## src/rtl/kw_pkg.sv

```systemverilog
package kw_pkg;
  typedef enum logic [1:0] {
    CAUSE_NONE = 2'b00,
    CAUSE_OVF  = 2'b01,
    CAUSE_KEY  = 2'b10,
    CAUSE_CLK  = 2'b11
  } cause_e;
endpackage

```

## src/rtl/kw_key_unit.sv

```systemverilog
module kw_key_unit #(
  parameter int KEY_W = 8
) (
  input  logic             clk_i,
  input  logic             rst_ni,
  input  logic             load_i,
  input  logic [KEY_W-1:0] data_i,
  output logic [KEY_W-1:0] key_o,
  output logic             same_o,
  output logic             inv_o
);
  logic [KEY_W-1:0] key_q;

  always_ff @(posedge clk_i or negedge rst_ni) begin
    if (!rst_ni)     key_q <= '0;
    else if (load_i) key_q <= data_i;
  end

  assign key_o  = key_q;
  assign same_o = (data_i == key_q);
  assign inv_o  = (data_i == ~key_q);
endmodule

```

## src/rtl/kw_tick_counter.sv

```systemverilog
module kw_tick_counter #(
  parameter int BASE_LOG2 = 10,
  parameter int STEP_LOG2 = 2,
  parameter int SEL_W     = 2
) (
  input  logic             clk_i,
  input  logic             rst_ni,
  input  logic             run_i,
  input  logic             clr_i,
  input  logic             tick_i,
  input  logic [SEL_W-1:0] sel_i,
  output logic             term_o
);
  localparam int NSEL  = 1 << SEL_W;
  localparam int CNT_W = BASE_LOG2 + STEP_LOG2 * (NSEL - 1);

  logic [CNT_W-1:0] cnt_q;
  logic [CNT_W-1:0] last_cnt [NSEL];

  // last count value before the terminal tick, one per interval select
  for (genvar g = 0; g < NSEL; g++) begin : g_lim
    assign last_cnt[g] = CNT_W'((64'd1 << (BASE_LOG2 + STEP_LOG2 * g)) - 64'd1);
  end

  always_ff @(posedge clk_i or negedge rst_ni) begin
    if (!rst_ni)                cnt_q <= '0;
    else if (clr_i)             cnt_q <= '0;
    else if (run_i && tick_i)   cnt_q <= cnt_q + 1'b1;
  end

  assign term_o = run_i && tick_i && (cnt_q == last_cnt[sel_i]);
endmodule

```

## src/rtl/kw_fault_gen.sv

```systemverilog
module kw_fault_gen
  import kw_pkg::*;
(
  input  logic   clk_i,
  input  logic   rst_ni,
  input  logic   arm_i,
  input  logic   bad_key_i,
  input  logic   clk_off_i,
  input  logic   ovf_i,
  output logic   armed_o,
  output logic   fault_o,
  output logic   rst_o,
  output cause_e cause_o
);
  logic   armed_q, rst_q;
  cause_e cause_q, cause_d;

  assign fault_o = armed_q && (bad_key_i || clk_off_i || ovf_i);

  always_comb begin
    if (bad_key_i)      cause_d = CAUSE_KEY;
    else if (clk_off_i) cause_d = CAUSE_CLK;
    else                cause_d = CAUSE_OVF;
  end

  always_ff @(posedge clk_i or negedge rst_ni) begin
    if (!rst_ni) begin
      armed_q <= 1'b0;
      rst_q   <= 1'b0;
      cause_q <= CAUSE_NONE;
    end else begin
      rst_q   <= fault_o;
      cause_q <= fault_o ? cause_d : CAUSE_NONE;
      if (fault_o)    armed_q <= 1'b0;
      else if (arm_i) armed_q <= 1'b1;
    end
  end

  assign armed_o = armed_q;
  assign rst_o   = rst_q;
  assign cause_o = cause_q;
endmodule

```

## src/rtl/key_watchdog.sv

```systemverilog
module key_watchdog
  import kw_pkg::*;
#(
  parameter int KEY_W     = 8,
  parameter int SEL_W     = 2,
  parameter int BASE_LOG2 = 10,
  parameter int STEP_LOG2 = 2
) (
  input  logic             clk_i,
  input  logic             rst_ni,
  input  logic             wr_en_i,
  input  logic [KEY_W-1:0] wr_data_i,
  input  logic [SEL_W-1:0] intv_sel_i,
  input  logic             tick_i,
  input  logic             clk_src_en_i,
  output logic             wdt_rst_o,
  output logic [1:0]       rst_cause_o
);
  logic             armed_q, fault;
  logic [KEY_W-1:0] key_q;
  logic             key_same, key_inv, term_hit;
  logic             arm_req, svc_ok, bad_key, clk_off, ovf;
  cause_e           cause;

  assign arm_req = wr_en_i && !armed_q;
  assign svc_ok  = wr_en_i && armed_q && key_inv;
  assign bad_key = wr_en_i && armed_q && !key_same && !key_inv;
  assign clk_off = armed_q && !clk_src_en_i;
  assign ovf     = term_hit && !svc_ok;  // service on the last tick wins

  kw_key_unit #(.KEY_W(KEY_W)) key_i (
    .clk_i  (clk_i),
    .rst_ni (rst_ni),
    .load_i (arm_req || svc_ok),
    .data_i (wr_data_i),
    .key_o  (key_q),
    .same_o (key_same),
    .inv_o  (key_inv)
  );

  kw_tick_counter #(
    .BASE_LOG2 (BASE_LOG2),
    .STEP_LOG2 (STEP_LOG2),
    .SEL_W     (SEL_W)
  ) cnt_i (
    .clk_i  (clk_i),
    .rst_ni (rst_ni),
    .run_i  (armed_q),
    .clr_i  (!armed_q || svc_ok || fault),
    .tick_i (tick_i),
    .sel_i  (intv_sel_i),
    .term_o (term_hit)
  );

  kw_fault_gen flt_i (
    .clk_i     (clk_i),
    .rst_ni    (rst_ni),
    .arm_i     (arm_req),
    .bad_key_i (bad_key),
    .clk_off_i (clk_off),
    .ovf_i     (ovf),
    .armed_o   (armed_q),
    .fault_o   (fault),
    .rst_o     (wdt_rst_o),
    .cause_o   (cause)
  );

  assign rst_cause_o = cause;
endmodule

```

## config.mk

```make
export PLATFORM = sky130hd
export DESIGN_NAME = key_watchdog
export DESIGN_NICKNAME = d
export VERILOG_FILES = /design/src/rtl/kw_pkg.sv /design/src/rtl/kw_key_unit.sv /design/src/rtl/kw_tick_counter.sv /design/src/rtl/kw_fault_gen.sv /design/src/rtl/key_watchdog.sv
export SDC_FILE = /design/constraint.sdc
export NUM_CORES = 1
export LEC_CHECK = 0
export BUFFER_PORTS_ARGS = -buffer_cell sky130_fd_sc_hd__buf_4
export CAP_MARGIN = 20
export CORE_MARGIN = 10
export CORE_UTILIZATION = 40
export DETAILED_ROUTE_END_ITERATION = 12
export HOLD_SLACK_MARGIN = 0.1
export SYNTH_ARGS = -nofsm -noshare
export SYNTH_HDL_FRONTEND = slang
export SYNTH_SLANG_ARGS = --single-unit
export TNS_END_PERCENT = 1
```

## constraint.sdc

```tcl
create_clock -name clk_i -period 2.8 [get_ports clk_i]
set_clock_uncertainty 0.1 [all_clocks]
set_input_delay 0 -clock clk_i [delete_from_list [all_inputs] [get_ports clk_i]]
set_output_delay 0 -clock clk_i [all_outputs]
set_load 0.005 [all_outputs]
```

**Word-level counts from Yosys, hierarchy flattened**

Index checks and enable logic that the tools add are counted.

- Bits of input ports: 15
- Register bits: 28
- Output and inout bits: 3
- Word-level logic and storage cells: 44

- Equality and inequality tests: 3
- Reduce and logical (&&, ||, !) cells: 22
- $add $sub $neg: 1
- Bitwise logic cells: 2
- Order comparisons: 1
- Multiplexer cells: 10

Operators with widths:

| operator | count |
|---|---|
| $mux 16 | 4 |
| $bmux 16 s2 | 1 |
| $add 16x1->16 const B | 1 |
| $eq 16x16->1 | 1 |
| $eq 8x8->1 | 2 |
| $logic_and 1x1->1 | 10 |
| $not 8->8 | 1 |
| $mux 2 | 3 |
| $logic_not 1->1 | 5 |
| $logic_or 1x1->1 | 5 |
| $reduce_bool 2->1 | 2 |
| $ge 3x3->1 const B | 1 |
| $not 2->3 | 1 |
| $mux 1 | 2 |

**Logic depth before layout (Yosys ltp)**

- Depth after elaboration: 11
- Gate-level depth with buffers: 6
- Gate-level depth less buffers: 5

**Hierarchy**

Synthesis repeated with hierarchy kept, for this count alone.

- Cell total of the unflattened synthesis: 142
- Area total of the unflattened synthesis: 1465.2 um^2

Modules (own cells, without submodules):

| module | area an instance (um^2) | times used | seq. area each (um^2) | cells an instance |
|---|---|---|---|---|
| kw_tick_counter | 862.1 | 1 | 400.4 | 92 |
| kw_key_unit | 400.4 | 1 | 200.2 | 31 |
| kw_fault_gen | 150.1 | 1 | 100.1 | 10 |
| key_watchdog | 52.6 | 1 | 0.0 | 9 |

**Worst setup path before layout**

OpenSTA, ideal clock, no wires.

- Kind: register to register
- From: register cnt_i.cnt_q[10]
- To: register cnt_i.cnt_q[12]
- Required time: 2.581 ns
- Library setup time: 0.119 ns
- Setup slack: 1.051 ns
- Arrival time: 1.530 ns
- Cell stages (with the launch flop): 7
- Clock period less this slack: 1.749 ns
- Path buffers: 1
- Path through: dfrtp_1 -> or4_1 -> a21oi_1 -> o211ai_1 -> nand4_2 -> buf_6 -> nor2_1

- Cells in the longest elaborated chain, start to end: 7
- Elaborated cells between the ends (all ways): 10
- Those cells by class: 1 x add/sub; 1 x eq/ne; 2 x mux; 6 x reduce/logical

RTL lines:

| what | line | source |
|---|---|---|
| start, declared | kw_tick_counter.sv:17 | `logic [CNT_W-1:0] cnt_q;` |
| start signal, assigned | kw_tick_counter.sv:28 | `else if (run_i && tick_i) cnt_q <= cnt_q + 1'b1;` |
| parallel branches: the longest is 7 deep, another holds $add 16x1->16 | - |  |

Parallel ways; which one is timed is not known. The select of a mux whose other input is x is not followed.
A chain may end at the register's enable or synchronous reset.

**Final worst setup path**

- From: register key_i.key_q[1], in the netlist key_i.key_o[1]
- To: register key_i.key_q[7], in the netlist key_i.key_o[7]

- Cells in the longest elaborated chain, start to end: 4

RTL lines:

| what | line | source |
|---|---|---|
| start, declared | kw_key_unit.sv:12 | `logic [KEY_W-1:0] key_q;` |
| start signal, assigned | kw_key_unit.sv:16 | `else if (load_i) key_q <= data_i;` |
| $not 8->8 | kw_key_unit.sv:21 | `assign inv_o = (data_i == ~key_q);` |
| $eq 8x8->1 | kw_key_unit.sv:21 |  |
| $logic_and 1x1->1 | key_watchdog.sv:26 | `assign svc_ok = wr_en_i && armed_q && key_inv;` |
| $logic_or 1x1->1 | key_watchdog.sv:34 | `.load_i (arm_req \|\| svc_ok),` |

Every way passes these cells.

==> flow_summary.ini <==
[sta]
hold_viol_final = 0
finalSetupViolations = 0
tightest_slew_ns = 0.4520
rsz0062_at_grt = no
tns_ns = 0
slew_violations = 0
finalCritPeriodShare_pct = 90.12
period_needed_ns = 2.523
slew_headroom_pct = 69.79
max_freq_mhz = 396.3

[logic_synthesis]
synth_largest_area_cell = dfrtp_1
yosysWarnings = 0
yosysTopAreaCellShare_pct = 50.04
ys.flop_type = dfrtp_1
syn_area_per_cell_um2 = 10.61
synth_edf_count = 0
ys_async_sr_fraction_pct = 100.0
synth.yosys.seq_area_share_pct = 50.04
ys_seq_elements = 28
synthCells = 132
ys_types = 28
synthTopCellsByArea = dfrtp_1, xnor2_1, mux2_2
syn_area_mm2 = 0.001400
syn_nets = 148

[detailed_routing]
drt_iter0_drc = 80
ant_nets = 0
wire_per_inst_um = 13.67
drc = 0
first_pass_iters = 4
routed_via_density = 5.081
routed_wl_mm = 3.022
via_count = 1123

[setup_path]
r2r_cells = 6
cp-start-kind = register
rr_startpoint = key_i.key_o[1]
cp_max_fo = 8
rrSetupSlack_ns = 0.28
cp_data_required_time_ns = 2.93
worstPathArrival_ns = 2.65
r2r-end = key_i.key_o[7]
path_class = register to register
cp-end-kind = register

[power_and_ir_drop]
vdd_drop_max_mv = 0.2869
cellLeakagePower_nw = 0.7636
pwr_density_cell_mw_per_mm2 = 478.0

[cts]
clkTransAtPathRegs_ns = 0.16
clock-root-buffer = clkbuf_4
clock_sinks = 28
numCtsBuffers = 3
htree_levels = 1
clock_latency_ns = 0.33
post_cts_resized = 0
clockBufferDepth = 2
cts_tree = done

[die]
die_y_um = 79.16
core_area_mm2 = 0.003363
dieArea_mm2 = 0.006266
die_w_um = 79.16
rows = 21
floorplan.initialDensity_pct = 41.63
io_pins = 18

[place]
dpl_cell_area_mm2 = 0.001574
dpl.hpwl_mm = 2.055
gp_congestion = 0.8019
port_buffers = 17

[worst_hold_path]
worstHoldStart = intv_sel_i[1]
whs_endpoint = flt_i.rst_o
worstHoldPathCells = 5
hold_path.class = input port to register

[finish]
fin_util_pct = 55.51
fin_nets = 192
drive_gt1_share_pct = 19.43
areaGrowthSynthToFinish_pct = 33.33
final_area_mm2 = 0.001867
antenna_cells = 0
final.fill_count = 326

[flow_run]
cap_viol_max_count = 0

[grt]
grt_overflow = 0
grt_pass1_vias = 1220
grt_max_degree = 29
grt_pass1_wl_mm = 5.485
grtUsageTotal_pct = 10.59
antenna_found_initial = 0

[run_status]
status = complete, no violations
==> synth_stat cells (2+ instances only) <==
master / instances
nand3_1: 7
or4_1: 2
xor2_1: 7
dfrtp_1: 28
a21oi_1: 4
xnor2_1: 16
inv_1: 3
mux2_2: 8
nor4_1: 2
nor2_1: 21
and4_1: 2
nand4_1: 7
o211ai_1: 2
nor3_1: 2
nand2_1: 4
o21ai_0: 4
and3_1: 2
==> metal layers <==
metal | vias up | global-route usage [%] | part of all wire [%]
met5 | - | 0 | 0
met4 | 0 | 3.763 | 1.3
met3 | 6 | 2.365 | 3.3
met2 | 14 | 18.92 | 53
met1 | 554 | 12.02 | 42
li1 | 549 | - | -
==> critical path, stage by stage (launching register included) <==
cell           delay, ns
dfrtp_1             0.42
xnor2_1             0.22
nor4_1              0.08
and2_0              0.24
o21ai_2             0.40
mux2_2              0.38
dlygate4sd3_1       0.57
==> repair_timing <==
item	CTS	global route
endpoints found under the setup margin	0	0
hold buffers	23	0
setup buffers	0	0
endpoints found under the hold margin	51	0
==> state kept, by name (all words and copies together), names as in the netlist <==
name           flops
cnt_i.cnt_q       16
key_i.key_o        8
flt_i.cause_o      2
flt_i.armed_o      1
flt_i.rst_o        1
==> power by group <==
group          leakage (nW)  switching [mW]  internal [mW]
Combinational         0.367          0.0646          0.107
Sequential            0.368          0.0199          0.432
Clock                0.0279           0.124          0.145
==> area by class of cell <==
| type | instances | area [um^2] | share of cell area (%) |
|---|---|---|---|
| sequential | 28 | 700.7 | 37.53 |
| multi-input combinational | 100 | 676.9 | 36.26 |
| timing repair buffer | 40 | 367.9 | 19.71 |
| tap | 46 | 57.56 | 3.083 |
| clock inverter | 1 | 30.03 | 1.609 |
| clock buffer | 3 | 22.52 | 1.206 |
| inverter | 3 | 11.26 | 0.6032 |
==> stage by stage <==
step           hold slack, ns  cells  power [mW]  setup WS (ns)
2_1_floorplan         -0.3956    132      0.5299          1.051
3_5_place_dp          -0.1585    194      0.5783         0.8424
3_3_place_gp          -0.1635    194      0.5739         0.8747
5_1_grt                0.2089    221      0.9364        0.07030
6_report               0.1732    221      0.8924         0.2765
4_1_cts                0.1743    221      0.8936         0.3025
==> how the worst max path moves through the flow <==
stage                     slack (ns)  cells past startpoint             from         endpoint
after floorplan                 1.05                      6  cnt_i.cnt_q[10]  cnt_i.cnt_q[12]
after global placement          0.87                      5  cnt_i.cnt_q[10]    flt_i.armed_o
after detailed placement        0.84                      5   key_i.key_o[7]   cnt_i.cnt_q[0]
after CTS                       0.30                      6   key_i.key_o[1]   key_i.key_o[7]
after global routing            0.07                      6   key_i.key_o[1]   key_i.key_o[7]
final                           0.28                      6   key_i.key_o[1]   key_i.key_o[7]
==> logic make-up (layout without fill, tap and decap cells) <==
logic type               count (synthesis)  after routing  share of synthesized area [%]
multiplexers                             9              9                          7.150
XOR/XNOR                                23             23                          14.39
buffers and inverters                    4             47                          1.608
AND/OR/NAND/NOR                         54             54                          20.20
AO/OA/AOI/OAI                           13             13                          5.720
adder cells (fa/ha/maj)                  1              1                         0.8935
flip-flops                              28             28                          50.04
==> cell usage in the layout, fill, tap and decap left out, types with 3 or more instances in the layout <==
cell / n
mux2_2: 8
nor2_1: 21
nand2_1: 4
clkbuf_4: 3
dfrtp_1: 28
inv_1: 3
nand3_1: 7
xor2_1: 7
xnor2_1: 16
dlygate4sd3_1: 22
a21oi_1: 4
o21ai_0: 4
buf_4: 17
nand4_1: 7
(Power assumes the default switching activity.)
